<file path="src/rtl/spi_cmd_rx.sv">
module spi_cmd_rx #(
  parameter int CMD_W  = 4,
  parameter int DATA_W = 12,
  parameter int CFG_W  = 8,
  parameter logic [CMD_W-1:0] CFG_CMD = 4'h1
) (
  input  logic              clk,
  input  logic              rst_n,
  input  logic              sck,
  input  logic              mosi,
  input  logic              cs_n,
  output logic              word_vld,
  output logic [CMD_W-1:0]  cmd,
  output logic [DATA_W-1:0] data,
  output logic [CFG_W-1:0]  mode_reg,
  output logic              frame_err
);
  localparam int WORD_W = CMD_W + DATA_W;
  localparam int CNT_W  = $clog2(WORD_W + 2);
  localparam logic [CNT_W-1:0] CNT_FULL = CNT_W'(WORD_W);
  localparam logic [CNT_W-1:0] CNT_OVER = CNT_W'(WORD_W + 1);

  logic [2:0] sck_sy, cs_sy;
  logic [1:0] mosi_sy;
  logic [WORD_W-1:0] shreg;
  logic [CNT_W-1:0]  bit_cnt;

  wire sck_rise = sck_sy[1] & ~sck_sy[2];
  wire cs_rise  = cs_sy[1] & ~cs_sy[2];
  wire cs_fall  = ~cs_sy[1] & cs_sy[2];
  wire in_frame = ~cs_sy[1];
  wire [CMD_W-1:0] rx_cmd = shreg[WORD_W-1 -: CMD_W];

  always_ff @(posedge clk or negedge rst_n) begin
    if (!rst_n) begin
      sck_sy  <= '0;
      cs_sy   <= '1;
      mosi_sy <= '0;
    end else begin
      sck_sy  <= {sck_sy[1:0], sck};
      cs_sy   <= {cs_sy[1:0], cs_n};
      mosi_sy <= {mosi_sy[0], mosi};
    end
  end

  always_ff @(posedge clk or negedge rst_n) begin
    if (!rst_n) begin
      shreg   <= '0;
      bit_cnt <= '0;
    end else if (cs_fall) begin
      bit_cnt <= '0;
    end else if (in_frame && sck_rise) begin
      shreg <= {shreg[WORD_W-2:0], mosi_sy[1]};
      if (bit_cnt != CNT_OVER) bit_cnt <= bit_cnt + 1'b1;
    end
  end

  always_ff @(posedge clk or negedge rst_n) begin
    if (!rst_n) begin
      word_vld  <= 1'b0;
      cmd       <= '0;
      data      <= '0;
      mode_reg  <= '0;
      frame_err <= 1'b0;
    end else begin
      word_vld <= 1'b0;
      if (cs_rise) begin
        if (bit_cnt == CNT_FULL) begin
          word_vld <= 1'b1;
          cmd      <= rx_cmd;
          data     <= shreg[DATA_W-1:0];
          if (rx_cmd == CFG_CMD) mode_reg <= shreg[CFG_W-1:0];
        end else begin
          frame_err <= 1'b1;
        end
      end
    end
  end
endmodule

</file>
<file path="config.mk">
export PLATFORM = sky130hd
export DESIGN_NAME = spi_cmd_rx
export DESIGN_NICKNAME = d
export VERILOG_FILES = /design/src/rtl/spi_cmd_rx.sv
export SDC_FILE = /design/constraint.sdc
export NUM_CORES = 1
export LEC_CHECK = 0
export CORE_UTILIZATION = 48
export CTS_CLUSTER_DIAMETER = 40
export DETAILED_ROUTE_END_ITERATION = 7
export PLACE_DENSITY = 0.78
export SLEW_MARGIN = 5
export SYNTH_ARGS = -nofsm -noshare
export SYNTH_HDL_FRONTEND = slang
export SYNTH_SLANG_ARGS = --single-unit
</file>
<file path="constraint.sdc">
create_clock -name clk -period 1.85 [get_ports clk]
set_clock_uncertainty 0.1 [all_clocks]
set_input_delay 0.555 -clock clk [delete_from_list [all_inputs] [get_ports clk]]
set_output_delay 0.555 -clock clk [all_outputs]
set_load 0.02 [all_outputs]
</file>
==> impl_metrics.ini <==
[floorplan]
core_area_um2 = 4140
fp.dieH_um = 68.6
rows = 23
die_w_um = 68.6
die_area_um2 = 4710
start_util = 0.514
ios = 31

[final_layout]
drive_gt1_frac = 0.320
final_cell_mix = dfrtp_1, mux2_2, dlygate4sd2_1
design_area_um2 = 2630
final_nets = 188
insertedDiodeCount = 0
layout_commonest_cell = dfrtp_1
area_delta_synth_final_pct = 23.2
n_fill_cell = 319
largest_register_ffs = 16

[synth]
yosys_warnings = 0
synth.area.mux_share = 0.211
synth_fa_ha_area_frac = 0.0176
synth_area_um2 = 2130
synth-compound-area-share = 0.0247
yosys-top-cells-area = dfrtp_1, mux2_2, dfstp_2
yosys.area_share.simple = 0.0787
post_synth_num_cell_types = 28
ys_seq_area_frac = 0.648
postSynthCellCount = 141
avgSynthCellArea_um2 = 15.1
yosys.area_share.xor_xnor = 0
yosysTopAreaCell = dfrtp_1
synth-seq-cells = 55
netlist.area_leader.share = 0.611
synth_top_family_by_area = multiplexers
syn-num-nets = 149

[clock_network]
numCtsBuffers = 5
clock_path_buffers = 2
insertion_delay_ps = 300
cts_setup_buffers = 0
clk_pin_slew_ps = 90
cts_tree = built
h-tree-depth = 2
cts.root.buffer_cell = clkbuf_8
cts.sinks = 55

[drt]
wl_mm = 3.72
firstDrtPassIters = 4
met3_length_um = 163
top_layer = met4
postRouteAntennaNets = 0
route.met2.wl_mm = 1.89
drt-met1-wl_mm = 1.64
via_per_inst = 5.45
vias = 1258
drtIter0Drc = 80
drc = 0
routedWlPerCell_um = 16.1

[pwr]
swShare = 0.213
cellPowerDensity_nw_per_um2 = 835
pwr-share-clk = 0.351
peakVddDrop_mv = 0.624
intPower_mw = 1.72
seqPwrFrac = 0.598
combPwrFrac = 0.051
leakagePower_nw = 1.36
switching_power_mw = 0.467

[setup_path]
reg2reg_depth = 6
arrival_ps = 1860
worst-setup-path-type = reg -> reg
crit_path_max_fanout = 11
start_kind = flip-flop
r2r_slack_ps = 80
worstPathRequired_ps = 1940
cp-end-kind = flip-flop
endpoint = cmd[2]
r2r_start = bit_cnt[0]
r2r_end = cmd[2]
crit_start = bit_cnt[0]

[global_routing]
overflow = 0
grt_pass1_vias = 1234
grt_max_degree = 56
groute.usage.overall = 0.180
grt_pass1_wl_mm = 6.03
antenna_found_initial = 0

[sta]
fin_crit_sh = 0.955
slew-limit-headroom = 0.720
tightest_slew_ps = 414
rsz0062_at_grt = false
setup_violations = 0
max_freq_ghz = 0.566
tns_ps = 0
period_minus_slack_ps = 1770
drv_slew = 0
hold_viol_final = 0

[worst_hold_path]
hp-class = in -> async

[place]
dp_hpwl_mm = 2.48
placed_cell_area_um2 = 2540
io_buffers = 30
place.gp.congestion = 0.912

[outcome]
status = finished, final reports clean

[job]
cap_violations = 0
[worst min path at each step]
| stage | to | slack, ps | startpoint |
|---|---|---|---|
| 2_1_floorplan | bit_cnt[0] | 160 | rst_n |
| 3_3_place_gp | sck_sy[1] | 240 | sck_sy[0] |
| 3_5_place_dp | sck_sy[1] | 250 | sck_sy[0] |
| 4_1_cts | mode_reg[3] | 140 | rst_n |
| 5_1_grt | data[6] | 140 | rst_n |
| 6_report | cmd[0] | 130 | rst_n |
[stage by stage]
stage	std cells	hold slack (ps)	setup slack, ps	utilization	total power [mW]
3_5_place_dp	223	246	58.9	0.613	1.44
3_3_place_gp	223	235	120	0.613	1.44
4_1_cts	231	142	40.2	0.631	2.20
6_report	231	130	82.8	0.633	2.19
5_1_grt	231	143	1.49	0.633	2.29
2_1_floorplan	141	159	66.0	-	1.38
[power by group through the flow]
stage	registers, mW	clock network (mW)	logic [mW]
after floorplan	1.32	0	0.0661
final	1.31	0.770	0.112
after global placement	1.33	0	0.105
after detailed placement	1.33	0	0.110
after global routing	1.32	0.838	0.127
after CTS	1.31	0.782	0.112
[per-layer routing]
| metal | vias to the layer above | GRT usage |
|---|---|---|
| met5 | - | 0 |
| met4 | 0 | 0.0547 |
| met3 | 4 | 0.0592 |
| met2 | 46 | 0.281 |
| met1 | 630 | 0.238 |
| li1 | 578 | - |
[timing repair]
item	in CTS	in global routing
resized for setup	26	3
cloned	0	0
hold buffers	0	0
endpoints found under the setup margin	26	11
[area by class of cell]
| cell class | count | area (um2) | area share |
|---|---|---|---|
| tap | 50 | 62.6 | 0.0238 |
| clock buffer | 7 | 76.3 | 0.0291 |
| clock inverter | 1 | 30.0 | 0.0114 |
| sequential | 55 | 1380 | 0.526 |
| inverter | 5 | 18.8 | 0.00715 |
| timing repair buffer | 35 | 338 | 0.129 |
| multi-input combinational | 78 | 719 | 0.274 |
[synthesized netlist by cell type]
library cell,count
o211ai_1,2
nor2_1,4
nand2_1,4
and2_1,1
inv_1,5
nor2_4,1
buf_2,1
a21o_1,1
mux2_2,38
or4_1,2
mux2_1,2
nor4bb_1,1
ha_1,3
o21ai_0,3
nand4_1,1
nor2b_1,1
buf_4,1
nor3b_1,1
nand3_2,1
dfstp_2,3
nand3b_1,1
dfrtp_1,52
buf_6,1
nor4b_1,2
a21oi_1,3
or3b_1,1
nand3_1,4
or4bb_1,1
[cells by family (layout without fill, tap and decap cells)]
group                      count (synthesis)  after routing
AOI/OAI and AO/OA                          9              9
adders and majority gates                  3              3
buffers and inverters                      8             48
DFF                                       55             55
muxes                                     40             40
and+or+nand+nor                           26             26
[critical path, cell delays in order (launching register included)]
cell and delay [ps]:
dfrtp_1 430, inv_1 90, ha_1 200, and2_1 190, nand3_2 90, buf_4 200
mux2_2 360
No activity file was read; power rests on OpenSTA's default activity.
